==> src/rtl/stor_reg_pkg.sv <==
package stor_reg_pkg;
  localparam logic [11:0] OFF_CAP_LO = 12'h000;
  localparam logic [11:0] OFF_CAP_HI = 12'h004;
  localparam logic [11:0] OFF_VER    = 12'h008;
  localparam logic [11:0] OFF_MSET   = 12'h00C;
  localparam logic [11:0] OFF_MCLR   = 12'h010;
  localparam logic [11:0] OFF_CFG    = 12'h014;
  localparam logic [11:0] OFF_STS    = 12'h01C;
  localparam logic [11:0] OFF_SSR    = 12'h020;
  localparam logic [11:0] OFF_AQA    = 12'h024;
  localparam logic [11:0] OFF_ASQ_LO = 12'h028;
  localparam logic [11:0] OFF_ASQ_HI = 12'h02C;
  localparam logic [11:0] OFF_ACQ_LO = 12'h030;
  localparam logic [11:0] OFF_ACQ_HI = 12'h034;
  localparam logic [11:0] OFF_LOC    = 12'h038;
  localparam logic [11:0] OFF_SZ     = 12'h03C;
  localparam int          SSR_BIT    = 36;
  localparam int          DB_BASE    = 4096;

  function automatic logic [31:0] be_mask(input logic [3:0] be);
    return {{8{be[3]}}, {8{be[2]}}, {8{be[1]}}, {8{be[0]}}};
  endfunction
endpackage

==> src/rtl/stor_rw_reg.sv <==
module stor_rw_reg #(
  parameter int W = 32,
  localparam int BW = (W + 7) / 8
) (
  input  logic          clk_i,
  input  logic          rst_ni,
  input  logic          we_i,
  input  logic [BW-1:0] be_i,
  input  logic [W-1:0]  wdata_i,
  output logic [W-1:0]  q_o
);
  logic [W-1:0] m;

  always_comb begin
    for (int i = 0; i < W; i++) m[i] = be_i[i/8];
  end

  always_ff @(posedge clk_i or negedge rst_ni) begin
    if (!rst_ni)   q_o <= '0;
    else if (we_i) q_o <= (q_o & ~m) | (wdata_i & m);
  end
endmodule

==> src/rtl/stor_irq_mask.sv <==
module stor_irq_mask #(
  parameter int W = 32
) (
  input  logic         clk_i,
  input  logic         rst_ni,
  input  logic         set_i,
  input  logic         clr_i,
  input  logic [W-1:0] bits_i,
  output logic [W-1:0] mask_o
);
  always_ff @(posedge clk_i or negedge rst_ni) begin
    if (!rst_ni)    mask_o <= '0;
    else if (set_i) mask_o <= mask_o | bits_i;
    else if (clr_i) mask_o <= mask_o & ~bits_i;
  end
endmodule

==> src/rtl/stor_db_bank.sv <==
module stor_db_bank #(
  parameter int NUM = 4,
  parameter int W   = 16,
  localparam int IDX_W = (NUM > 1) ? $clog2(NUM) : 1,
  localparam int BW    = (W + 7) / 8
) (
  input  logic             clk_i,
  input  logic             rst_ni,
  input  logic             we_i,
  input  logic [IDX_W-1:0] idx_i,
  input  logic [BW-1:0]    be_i,
  input  logic [W-1:0]     wdata_i,
  output logic [NUM*W-1:0] db_o
);
  for (genvar g = 0; g < NUM; g++) begin : g_db
    stor_rw_reg #(.W(W)) u_db (
      .clk_i   (clk_i),
      .rst_ni  (rst_ni),
      .we_i    (we_i && (idx_i == IDX_W'(g))),
      .be_i    (be_i),
      .wdata_i (wdata_i),
      .q_o     (db_o[g*W +: W])
    );
  end
endmodule

==> src/rtl/stor_reg_bank.sv <==
module stor_reg_bank
  import stor_reg_pkg::*;
#(
  parameter int          ADDR_W  = 13,
  parameter int          MASK_W  = 32,
  parameter int          DB_NUM  = 4,
  parameter int          DB_W    = 16,
  parameter logic [63:0] CAP_VAL = 64'h0000_0010_0000_00FF,
  parameter logic [15:0] VER_MAJ = 16'd1,
  parameter logic [7:0]  VER_MIN = 8'd2,
  parameter logic [31:0] SSR_KEY = 32'h5EED_C0DE,
  localparam int DB_IDX_W = (DB_NUM > 1) ? $clog2(DB_NUM) : 1,
  localparam int DB_BW    = (DB_W + 7) / 8
) (
  input  logic                   clk_i,
  input  logic                   rst_ni,
  input  logic                   req_i,
  input  logic                   we_i,
  input  logic [ADDR_W-1:0]      addr_i,
  input  logic [31:0]            wdata_i,
  input  logic [3:0]             be_i,
  output logic                   rdy_o,
  output logic                   rvalid_o,
  output logic [31:0]            rdata_o,
  input  logic                   msix_i,
  input  logic [31:0]            status_i,
  input  logic [31:0]            cmb_sz_i,
  output logic [MASK_W-1:0]      irq_mask_o,
  output logic [31:0]            cfg_o,
  output logic                   cfg_en_o,
  output logic [31:0]            aqa_o,
  output logic [63:0]            asq_o,
  output logic [63:0]            acq_o,
  output logic [31:0]            cmb_loc_o,
  output logic                   ssr_o,
  output logic [DB_NUM*DB_W-1:0] db_o
);
  localparam logic [31:0] VER_WORD = {VER_MAJ, VER_MIN, 8'h00};
  localparam bit          SSR_SUP  = CAP_VAL[SSR_BIT];

  logic              aligned, in_regs, in_db, wr, rd, loc_en;
  logic [11:0]       off;
  logic [ADDR_W-1:0] db_off;
  logic [ADDR_W-3:0] db_word;
  logic [31:0]       wmask, rd_val, loc_q;
  logic [31:0]       asq_lo, asq_hi, acq_lo, acq_hi;
  logic              ssr_q, rvalid_q;
  logic [31:0]       rdata_q;

  assign aligned = (addr_i[1:0] == 2'b00);
  assign in_regs = (32'(addr_i) < DB_BASE);
  assign off     = addr_i[11:0];
  assign db_off  = addr_i - ADDR_W'(DB_BASE);
  assign db_word = db_off[ADDR_W-1:2];
  assign in_db   = !in_regs && (32'(db_word) < DB_NUM);
  assign wr      = req_i && we_i && aligned;
  assign rd      = req_i && !we_i;
  assign loc_en  = (cmb_sz_i != '0);
  assign wmask   = wdata_i & be_mask(be_i);

  stor_irq_mask #(.W(MASK_W)) u_mask (
    .clk_i  (clk_i),
    .rst_ni (rst_ni),
    .set_i  (wr && in_regs && off == OFF_MSET && !msix_i),
    .clr_i  (wr && in_regs && off == OFF_MCLR && !msix_i),
    .bits_i (wmask[MASK_W-1:0]),
    .mask_o (irq_mask_o)
  );

  stor_rw_reg u_cfg (.clk_i, .rst_ni, .we_i(wr && in_regs && off == OFF_CFG),
                     .be_i, .wdata_i, .q_o(cfg_o));
  stor_rw_reg u_aqa (.clk_i, .rst_ni, .we_i(wr && in_regs && off == OFF_AQA),
                     .be_i, .wdata_i, .q_o(aqa_o));
  stor_rw_reg u_asq_lo (.clk_i, .rst_ni, .we_i(wr && in_regs && off == OFF_ASQ_LO),
                        .be_i, .wdata_i, .q_o(asq_lo));
  stor_rw_reg u_asq_hi (.clk_i, .rst_ni, .we_i(wr && in_regs && off == OFF_ASQ_HI),
                        .be_i, .wdata_i, .q_o(asq_hi));
  stor_rw_reg u_acq_lo (.clk_i, .rst_ni, .we_i(wr && in_regs && off == OFF_ACQ_LO),
                        .be_i, .wdata_i, .q_o(acq_lo));
  stor_rw_reg u_acq_hi (.clk_i, .rst_ni, .we_i(wr && in_regs && off == OFF_ACQ_HI),
                        .be_i, .wdata_i, .q_o(acq_hi));
  stor_rw_reg u_loc (.clk_i, .rst_ni, .we_i(wr && in_regs && off == OFF_LOC && loc_en),
                     .be_i, .wdata_i, .q_o(loc_q));

  stor_db_bank #(.NUM(DB_NUM), .W(DB_W)) u_db (
    .clk_i   (clk_i),
    .rst_ni  (rst_ni),
    .we_i    (wr && in_db),
    .idx_i   (db_word[DB_IDX_W-1:0]),
    .be_i    (be_i[DB_BW-1:0]),
    .wdata_i (wdata_i[DB_W-1:0]),
    .db_o    (db_o)
  );

  assign cfg_en_o  = cfg_o[0];
  assign asq_o     = {asq_hi, asq_lo};
  assign acq_o     = {acq_hi, acq_lo};
  assign cmb_loc_o = loc_en ? loc_q : '0;
  assign rdy_o     = 1'b1;

  always_comb begin
    rd_val = '0;
    if (aligned && in_regs) begin
      unique case (off)
        OFF_CAP_LO: rd_val = CAP_VAL[31:0];
        OFF_CAP_HI: rd_val = CAP_VAL[63:32];
        OFF_VER:    rd_val = VER_WORD;
        OFF_MSET,
        OFF_MCLR:   rd_val = msix_i ? '0 : 32'(irq_mask_o);
        OFF_CFG:    rd_val = cfg_o;
        OFF_STS:    rd_val = status_i;
        OFF_AQA:    rd_val = aqa_o;
        OFF_ASQ_LO: rd_val = asq_lo;
        OFF_ASQ_HI: rd_val = asq_hi;
        OFF_ACQ_LO: rd_val = acq_lo;
        OFF_ACQ_HI: rd_val = acq_hi;
        OFF_LOC:    rd_val = cmb_loc_o;
        OFF_SZ:     rd_val = cmb_sz_i;
        default:    rd_val = '0;
      endcase
    end else if (aligned && in_db) begin
      rd_val = 32'(db_o[32'(db_word[DB_IDX_W-1:0])*DB_W +: DB_W]);
    end
  end

  always_ff @(posedge clk_i or negedge rst_ni) begin
    if (!rst_ni) begin
      rvalid_q <= 1'b0;
      rdata_q  <= '0;
      ssr_q    <= 1'b0;
    end else begin
      rvalid_q <= rd;
      rdata_q  <= rd ? rd_val : '0;
      ssr_q    <= SSR_SUP && wr && in_regs && off == OFF_SSR &&
                  be_i == 4'hF && wdata_i == SSR_KEY;
    end
  end

  assign rvalid_o = rvalid_q;
  assign rdata_o  = rdata_q;
  assign ssr_o    = ssr_q;
endmodule

==> config.mk <==
export PLATFORM = sky130hd
export DESIGN_NAME = stor_reg_bank
export DESIGN_NICKNAME = d
export VERILOG_FILES = /design/src/rtl/stor_reg_pkg.sv /design/src/rtl/stor_rw_reg.sv /design/src/rtl/stor_irq_mask.sv /design/src/rtl/stor_db_bank.sv /design/src/rtl/stor_reg_bank.sv
export SDC_FILE = /design/constraint.sdc
export NUM_CORES = 1
export LEC_CHECK = 0
export ABC_AREA = 0
export BUFFER_PORTS_ARGS = -buffer_cell sky130_fd_sc_hd__buf_4
export CAP_MARGIN = 0
export CORE_ASPECT_RATIO = 0.9
export CORE_MARGIN = 3
export CORE_UTILIZATION = 34
export CTS_CLUSTER_SIZE = 24
export DETAILED_ROUTE_END_ITERATION = 6
export PLACE_DENSITY = 0.64
export SLEW_MARGIN = 20
export SYNTH_ARGS = -nofsm -noshare
export SYNTH_HDL_FRONTEND = slang
export SYNTH_SLANG_ARGS = --single-unit
==> constraint.sdc <==
create_clock -name clk_i -period 1.5 [get_ports clk_i]
set_input_delay 0.225 -clock clk_i [delete_from_list [all_inputs] [get_ports clk_i]]
set_output_delay 0.225 -clock clk_i [all_outputs]
set_load 0.005 [all_outputs]
; ---- Yosys cells after proc, flatten, opt, wreduce, memory -nomap -nowiden
; Cells that the tools add are included.
[totals]
out_inout_bits = 356
in_bits = 118
reg_bits = 354
wordCells = 111
[classes]
magnitude_cmp = 2
mux = 8
shifts = 1
add_sub_neg = 1
n_reduce_logical = 36
n_eq_ne = 19
bitwise_logic = 29
[ops]
columns = operator, n
row1 = $pmux W32 S13, 1
row2 = $and A32 B32 Y32, 9
row3 = $or A32 B32 Y32, 8
row4 = $mux W32, 6
row5 = $eq A12 B6 Y1 const B, 8
row6 = $and A16 B16 Y16, 5
row7 = $not A32 Y32, 2
row8 = $or A16 B16 Y16, 4
row9 = $shiftx A64 B7 Y16, 1
row10 = $eq A12 B5 Y1 const B, 3
row11 = $eq A32 B31 Y1 const B, 1
row12 = $reduce_bool A32 Y1, 1
row13 = $logic_and A1 B1 Y1, 27
row14 = $eq A12 B4 Y1 const B, 2
row15 = $mux W16, 1
row16 = $not A16 Y16, 1
row17 = $lt A13 B13 Y1 const B, 1
row18 = $sub A13 B13 Y13 const B, 1
row19 = $eq A12 B3 Y1 const B, 1
row20 = $logic_not A12 Y1, 1
row21 = $lt A11 B3 Y1 const B, 1
row22 = $eq A2 B2 Y1 const B, 2
row23 = $eq A4 B4 Y1 const B, 1
row24 = $logic_not A2 Y1, 2
row25 = other kinds (4), 6

; ---- Depth between registers and ports, before layout
; Gate-level depths: netlist of the first run.
[logic_depth]
ltp_word = 7
mapped_depth = 9
ltp_nobuf = 5

; ---- Modules after synthesis
; Synthesis of the first run repeated with hierarchy kept, for this count alone.
[hier_totals]
hier_cells = 1313
area_unflattened_um2 = 17086.4
[by_module_without_submodules]
columns = mod, seq_area_each_um2, area_per_inst_um2, n_inst, cells_each
row1 = stor_rw_reg at u_acq_hi ..., 800.8, 1186.1, 7, 68
row2 = stor_reg_bank, 850.8, 5123.7, 1, 595
row3 = stor_rw_reg at u_db.g_db[0].u_db ..., 400.4, 593.1, 4, 34
row4 = stor_irq_mask, 800.8, 1249.9, 1, 102
row5 = stor_db_bank, 0.0, 37.5, 1, 4

; ---- Worst setup path after synthesis of the first run
; No wires, ideal clock.
[synth_path]
path_kind = input to register
startpoint = input addr_i[9]
endpoint = register (tool-made name)
arrival_ns = 1.775
required_ns = 1.375
n_path_buf = 1
setup_ns = 0.125
cell_stages = 6
path_slack_ns = -0.400
cell_sequence = nor4_2 -> buf_4 -> and2_2 -> nand3_2 -> nor2_4 -> mux2_2
[synth_lines]
columns = item, line
row1 = from (decl), stor_reg_bank.sv:19  ; input logic [ADDR_W-1:0] addr_i,

; ---- Worst setup path after layout of the first run
[layout_path]
startpoint = input cmb_sz_i[31]
endpoint = output cmb_loc_o[25]
[layout_between]
elab_chain_len = 2
[layout_rtl]
columns = item, line
row1 = from (decl), stor_reg_bank.sv:27  ; input logic [31:0] cmb_sz_i,
row2 = $reduce_bool A32 Y1, stor_reg_bank.sv:58  ; assign loc_en = (cmb_sz_i != '0);
row3 = $mux W32, stor_reg_bank.sv:98  ; assign cmb_loc_o = loc_en ? loc_q : '0;
row4 = to (decl), stor_reg_bank.sv:34  ; output logic [31:0] cmb_loc_o,
; No other way between the ends.

==> results of run 1 <==
==> worst paths after layout <==
path / from / end / slack [ps] / depth (start not counted)
worst max register to register: flop / rdata_o[6]$_DFF_PN0_ / -150 / 5
min in group asynchronous: rst_ni / rdata_o[18]$_DFF_PN0_ / 80 / 2
max in group asynchronous: rst_ni / asynchronous set/reset pin / 680 / 4
worst max-delay path: cmb_sz_i[31] / cmb_loc_o[25] / -610 / 10
worst min-delay path: wdata_i[10] / flop / 30 / 2
worst min register to register: flop / flop / 530 / 1
==> worst max-delay path, cell delays in order <==
cell and delay [ps]:
buf_8 100, nor4_4 370, buf_4 180, nand4_1 150
buf_4 200, nor2_4 120, buf_12 150, buf_12 150
nor2b_1 80, buf_4 140
==> layout make-up <==
type / instances / area [µm²]
clock buffers: 64 / 1290
clock inverters: 12 / 98.8
fillers: 4088 / 21900
inverters: 3 / 11.3
multi-input cells: 886 / 9680
flip-flops and latches: 354 / 8860
well taps: 671 / 840
repair buffers: 804 / 7130
==> cell families (layout without fill, tap and decap cells) <==
kind of cell | after synthesis | count (layout) | synth area share (%)
and+or+nand+nor | 274 | 274 | 11.1
other | 1 | 1 | 0.0216
muxes | 394 | 394 | 26.4
DFF | 354 | 354 | 51.0
AOI/OAI and AO/OA | 215 | 217 | 8.92
buffers and inverters | 90 | 883 | 2.55
==> timing repair <==
item,in CTS,in global routing
pin swaps,22,38
gates resized for setup,131,117
setup endpoints to repair,229,289
buffers inserted,18,12
hold buffers,7,0
gates cloned,2,2
endpoints found under the hold margin,364,0
==> cell usage in the layout, fill, tap and decap left out, types with 19 or more instances in the layout <==
cell type  Yosys  routed
buf_12         0      66
mux2_2       279      97
mux2_4         0     235
nor2_4        20      27
nand2_1       70      50
nor2_1        24      19
clkbuf_16      0      43
a22oi_1       62      50
buf_6          3      43
mux2_1        72      19
nor2b_4        0      19
o21ai_0       28      19
buf_4         13     680
mux2i_1       26      26
dfrtp_1      354     354
==> power by group through the flow <==
stage	logic, µW	registers [µW]	clock network, µW
2_1_floorplan	499	9740	0
6_report	1860	9570	10300
4_1_cts	1820	9570	10400
5_1_grt	1960	9560	10800
3_3_place_gp	1740	9740	0
3_5_place_dp	1750	9740	0
==> routing by layer <==
metal,routed length (µm),vias up
met1,34100,8002
met4,2870,8
met3,7400,175
met5,64,-
met2,37300,749
li1,-,6550
==> stage by stage <==
step	util, %	TNS [ps]
5_1_grt	56.0	-37690
3_5_place_dp	50.6	-258700
2_1_floorplan	-	-89080
3_3_place_gp	50.6	-243410
4_1_cts	54.9	-21620
6_report	56.0	-27990
==> summary.md, run 1 <==
| Metric | Value |
|---|---|
| Status | finished with violations |
| Failing checks | setup timing |
| Worst slew pin tran | 493 ps |
| Die extent in x | 244 µm |
| VDD IR max | 0.878 mV |
| Die Y | 221 µm |
| FMAX | 474 MHz |
| Worst setup SP type | input pin |
| Post-synth top area share | 51.0% |
| Htree depth | 2 |
| Worst skew pair latency | 560 ps |
| GR Util met2 | 46.0% |
| Diode count | 0 |
| Area Overhead vs Synth | 60.5% |
| Most used flip-flop cell after synthesis | dfrtp_1 |
| Clock network fraction of design power | 47.4% |
| Maximum fanout along the worst path | 9 |
| Clock transition at the registers of the reported paths | 60 ps |
| Input/output buffers | 472 |
| First-pass GRT wire length | 115000 µm |
| Final WS setup | -610 ps |
| Remaining Overflow, GRT | 0 |
| Design area | 27900 µm² |
| RePlAce Congestion | 0.926 |
| Post-synth EDFFs | 0 |
| Hold Vio Cnt, Final | 0 |
| CTS tree | yes |
| Ports | 474 |
| Final period util | 141% |
| Layout Skew | 12.2 ps |
| Int Power | 16400 µW |
| Min-delay worst type | in2reg |
| Post-Place Cells | 2681 |
| WL/cell | 29.2 µm |
| Core ar. | 49800 µm² |
| Post-synth ARST share | 100% |
| Worst rel slew slack | 66.9% |
| Vias after detailed routing | 15500 |
| Sinks on the clock net | 354 |
| Fin nets | 2208 |
| Vias in the first global route | 16200 |
| GRT met1 Usage | 39.4% |
| First-pass DRT Iterations | 7 |
| GRT busiest layer | met2 |
| Avg Cell Area, Syn | 13.1 µm² |
| Slew Limit Fails | 0 |
| Crit path time final | 2110 ps |
| Hold slack | 31.6 ps |
| Final setup violation count | 174 |
| Unrepaired setup endpoints after global routing | true |
| Non-filler instance count after layout | 2794 |
| Share of layout cells above drive strength 1 | 65.3% |
| Seq pwr share | 44.0% |
| Post-synth cell types | 74 |
| Antenna violations before repair | 5 |
| GR Util All Layers | 29.3% |
| FF+latch count, synth | 354 |
| Syn_nets | 1446 |
| Post-route DRC | 0 |
| Synth Warn # | 0 |
| CP Capture Type | output pin |
| DR vias/cell | 5.54 |
| Num CTS Buffers | 41 |
| Routed wire length | 81700 µm |
| Starting Density | 34.9% |
| Comb power frac | 8.6% |
| Post-DP HPWL | 61900 µm |
| DP Area | 25200 µm² |
| Area leader, netlist | dfrtp_1 |
| Pin count of the biggest net entering global routing | 80 |
| Met3 Use GR | 8.23% |
| MaxCap Viol Count | 0 |
| Top-count cell post-synth | dfrtp_1 |
| Req. time, crit path | 1270 ps |
| Final total power | 21700 µW |
| Cell Pwr Density | 778 nW/µm² |
| Sequential share of the synthesized area | 51.0% |
| Synth Instances | 1328 |
| Clock Path Buffers | 3 |
| Pre-CTS WS | -1100 ps |
| Std-Cell Rows | 77 |
| Arrival time at the worst endpoint | 1890 ps |
| Synth cell count leaders | 354 x dfrtp_1, 279 x mux2_2, 72 x mux2_1 |
| Sw Pwr | 5280 µW |
| Die ar. | 53900 µm² |
| Sw Ratio | 24.3% |
| Root buffer cell | clkbuf_16 |
| Starting DRT DRC Count | 1525 |
| P_leak | 0.0135 µW |
| Post-DRT Antenna Nets | 0 |
| Kind of critical path | in2out |
| Top cells by area, synth | dfrtp_1 51%, mux2_2 18%, mux2_1 4.7%, a22oi_1 2.7%, mux4_2 2.2% |
| Cell Area, Synth | 17400 µm² |
(Power assumes the default switching activity.)
==> run 2: changes to the inputs <==
Settings changed: SYNTH_HIERARCHICAL set to 1.
==> run 2 against run 1 <==
  * The run ends with DRC, setup timing left
  * Final cell count up 0.29%
  * Area after synthesis fell by 1.7%
  * Sequential share of layout area is 0.59 points higher
  * Design area decreased by 1.8%
  * Synthesized cell count fell by 1.1%
  * Sequential cell count unchanged
  * Utilization down 0.60 points
  * Critical endpoint is now cmb_loc_o[4]
==> summary.md, run 2 <==
| Metric | Value |
|---|---|
| Post-synth cell types | 77 (+4.1%) |
| Avg Cell Area, Syn | 13.0 µm² (-0.59%) |
| Final period util | 136% (-4.9 points) |
| Top cells by area, synth | dfrtp_1 52%, mux2_2 21%, a22oi_1 2.4%, a22o_1 2.2%, mux4_2 2.1% |
| Maximum fanout along the worst path | 5 (-4) |
| CTS tree | yes |
| Die ar. | 53000 µm² (-1.7%) |
| FF+latch count, synth | 354 (unchanged) |
| Hold path endpoint | rdata_o[10]$_DFF_PN0_ |
| R2R Setup Slk | -50 ps (+100 ps) |
| Area leader, netlist | dfrtp_1 |
| Std-Cell Rows | 77 (unchanged) |
| CP Capture Type | output pin |
| First-pass DRT Iterations | 7 (unchanged) |
| Post-DRT Antenna Nets | 0 (unchanged) |
| Layout Skew | 18.5 ps (+6.36 ps) |
| Slew Limit Fails | 0 (unchanged) |
| Post-synth ARST share | 100% (unchanged) |
| Fin nets | 2221 (+0.59%) |
| Remaining Overflow, GRT | 0 (unchanged) |
| WL/cell | 29.6 µm (+1.4%) |
| Post-route DRC | 1 (+1) |
| Final setup violation count | 351 (+100%) |
| Starting Density | 34.6% (-0.33 points) |
| Diode count | 0 (unchanged) |
| Routed wire length | 83100 µm (+1.7%) |
| Status | finished with violations |
| Antenna violations before repair | 2 (-3) |
| CP cell instances | buf_4 > nor4_4 > nand4_1 > buf_4 > nor2_4 > buf_12 > buf_12 > nor2b_2 > buf_4 |
| Starting DRT DRC Count | 1262 (-17%) |
| Core ar. | 49400 µm² (-0.77%) |
| VDD IR max | 0.806 mV (-8.2%) |
| GR Util All Layers | 30.4% (+1.0 points) |
| Post-DP HPWL | 61400 µm (-0.83%) |
| Cell mode on critical path | buf_4 |
| RePlAce Congestion | 0.881 (-4.9%) |
| Synth Warn # | 6 (+6) |
| Hold slack | 37.8 ps (+6.22 ps) |
| Sinks on the clock net | 354 (unchanged) |
| Most frequent cells in the layout | 676 x buf_4, 354 x dfrtp_1, 274 x mux2_2 |
| Worst setup path startpoint | cmb_sz_i[23] |
| Critical path's top delay family | simple AND/OR/NAND/NOR gates |
| Layout fillers | 4203 (+2.8%) |
| Hold Vio Cnt, Final | 0 (unchanged) |
| Hold Path Depth | 3 (+1) |
| Top-count cell post-synth | dfrtp_1 |
| Kind of critical path | in2out |
| Layout Utilization | 55.4% (-0.60 points) |
| Syn_nets | 1431 (-1.0%) |
| Vias in the first global route | 16300 (+0.12%) |
| Worst rel slew slack | 54.6% (-12 points) |
| Min-delay worst type | in2reg |
| Unrepaired setup endpoints after global routing | true |
| Worst skew pair latency | 560 ps (about the same) |
| Cell Area, Synth | 17100 µm² (-1.7%) |
| Die extent in x | 242 µm (-0.84%) |
| Htree depth | 2 (unchanged) |
| Synth Instances | 1313 (-1.1%) |
| Clock Path Buffers | 3 (unchanged) |
| Post-Place Cells | 2658 (-0.86%) |
| Worst R2R End | rdata_o[2]$_DFF_PN0_ |
| Slowest cell on the critical path | nor4_4 |
| Root buffer cell | clkbuf_16 |
| Crit path time final | 2040 ps (-74.2 ps) |
| Die Y | 219 µm (-0.84%) |
| Final WS setup | -536 ps (+74.2 ps) |
| Num CTS Buffers | 41 (unchanged) |
| Commonest non-fill, non-tap cell in the layout | buf_4 |
| Worst slew pin tran | 680 ps (+187 ps) |
| Non-filler instance count after layout | 2802 (+0.29%) |
| Input/output buffers | 472 (unchanged) |
| Sequential share of the synthesized area | 51.8% (+0.89 points) |
| Share of layout cells above drive strength 1 | 64.4% (-0.95 points) |
| Failing checks | DRC, setup timing |
| MaxCap Viol Count | 0 (unchanged) |
| Worst setup SP type | input pin |
| Arrival time at the worst endpoint | 1810 ps (-80 ps) |
| DR vias/cell | 5.64 (+1.7%) |
| Clock transition at the registers of the reported paths | 60 ps (about the same) |
| Cell Pwr Density | 800 nW/µm² (+2.7%) |
| Pin count of the biggest net entering global routing | 72 (-10%) |
| Req. time, crit path | 1270 ps (about the same) |
| P_leak | 0.0137 µW (+1.2%) |
| Worst Path Buf+Inv | 5 (-1) |
| Area Overhead vs Synth | 60.3% |
| Crit path largest cell delay | 430 ps (+60 ps) |
| Post-synth top area share | 51.8% (+0.89 points) |
| Most used flip-flop cell after synthesis | dfrtp_1 |
| Synth cell count leaders | 354 x dfrtp_1, 316 x mux2_2, 72 x nand2_1 |
| Ports | 474 (unchanged) |
| FMAX | 491 MHz (+3.6%) |
| Worst-case reg-to-reg path depth | 6 (+1) |
| Post-synth EDFFs | 0 (unchanged) |
| First-pass GRT wire length | 117000 µm (+1.6%) |
| Hold_sp | status_i[10] |
| Vias after detailed routing | 15800 (+2.0%) |
run 2: logic make-up after synthesis:
logic type / after synthesis / share of synthesized area [%]
DFF: 354 / 51.8
other: 1 / 0.0219
buffers and inverters: 70 / 2.43
AOI/OAI and AO/OA: 245 / 11.2
muxes: 359 / 24.5
and+or+nand+nor: 284 / 9.97
run 2: layer usage:
| metal | GRT usage, % | routed length, µm | part of all wire (%) | vias to the layer above |
|---|---|---|---|---|
| met5 | 0 | 13 | 0.016 | - |
| met4 | 10.1 | 2660 | 3.2 | 2 |
| met3 | 6.85 | 6780 | 8.2 | 152 |
| met2 | 48.8 | 38800 | 47 | 841 |
| met1 | 40.8 | 34800 | 42 | 8172 |
| li1 | - | - | - | 6625 |
run 2: area by class of cell:
| cell class | count | area, µm² | area share (%) |
|---|---|---|---|
| Sequential cell | 354 | 8860 | 32.3 |
| Clock inverter | 15 | 191 | 0.699 |
| Clock buffer | 56 | 1180 | 4.33 |
| Timing Repair Buffer | 810 | 7100 | 25.9 |
| Multi-Input combinational cell | 890 | 9200 | 33.6 |
| Tap cell | 671 | 840 | 3.06 |
| Inverter | 6 | 22.5 | 0.0822 |
run 2: worst register-to-register path, stage by stage (launching register included):
cell	delay, ps
dfrtp_1	420
mux2i_1	170
nor3_2	80
a221o_1	310
a221oi_2	220
buf_4	150
a211oi_2	60
run 2: worst max-delay path by stage:
stage / cells after the start / endpoint
detailed placement: 8 / rdata_o[7]$_DFF_PN0_
CTS: 9 / cmb_loc_o[30]
finish: 9 / cmb_loc_o[4]
floorplan: 9 / flop
global route: 9 / cmb_loc_o[26]
global placement: 7 / flop
run 2: what timing repair did:
| action | 4_1_cts | 5_1_grt |
|---|---|---|
| endpoints found under the hold margin | 260 | 0 |
| cloned | 9 | 2 |
| setup buffers | 40 | 13 |
| gates resized for setup | 238 | 111 |
| hold buffers | 19 | 0 |
| pin swaps | 59 | 44 |
| setup endpoints to repair | 386 | 385 |
run 2: metrics by stage:
step / cell area (µm²) / setup WS [ps] / TNS, ps / total power, µW
detailed placement: 23600 / -1340 / -333320 / 11500
global route: 27400 / -572 / -59510 / 22600
finish: 27400 / -536 / -50420 / 21900
CTS: 26800 / -548 / -40620 / 22000
global placement: 23600 / -1400 / -338730 / 11400
floorplan: 17200 / -646 / -197800 / 10200
run 2: report_power, final:
part           switching [µW]  internal, µW
registers                5.56          9560
clock network            4180          6220
logic                    1160           791
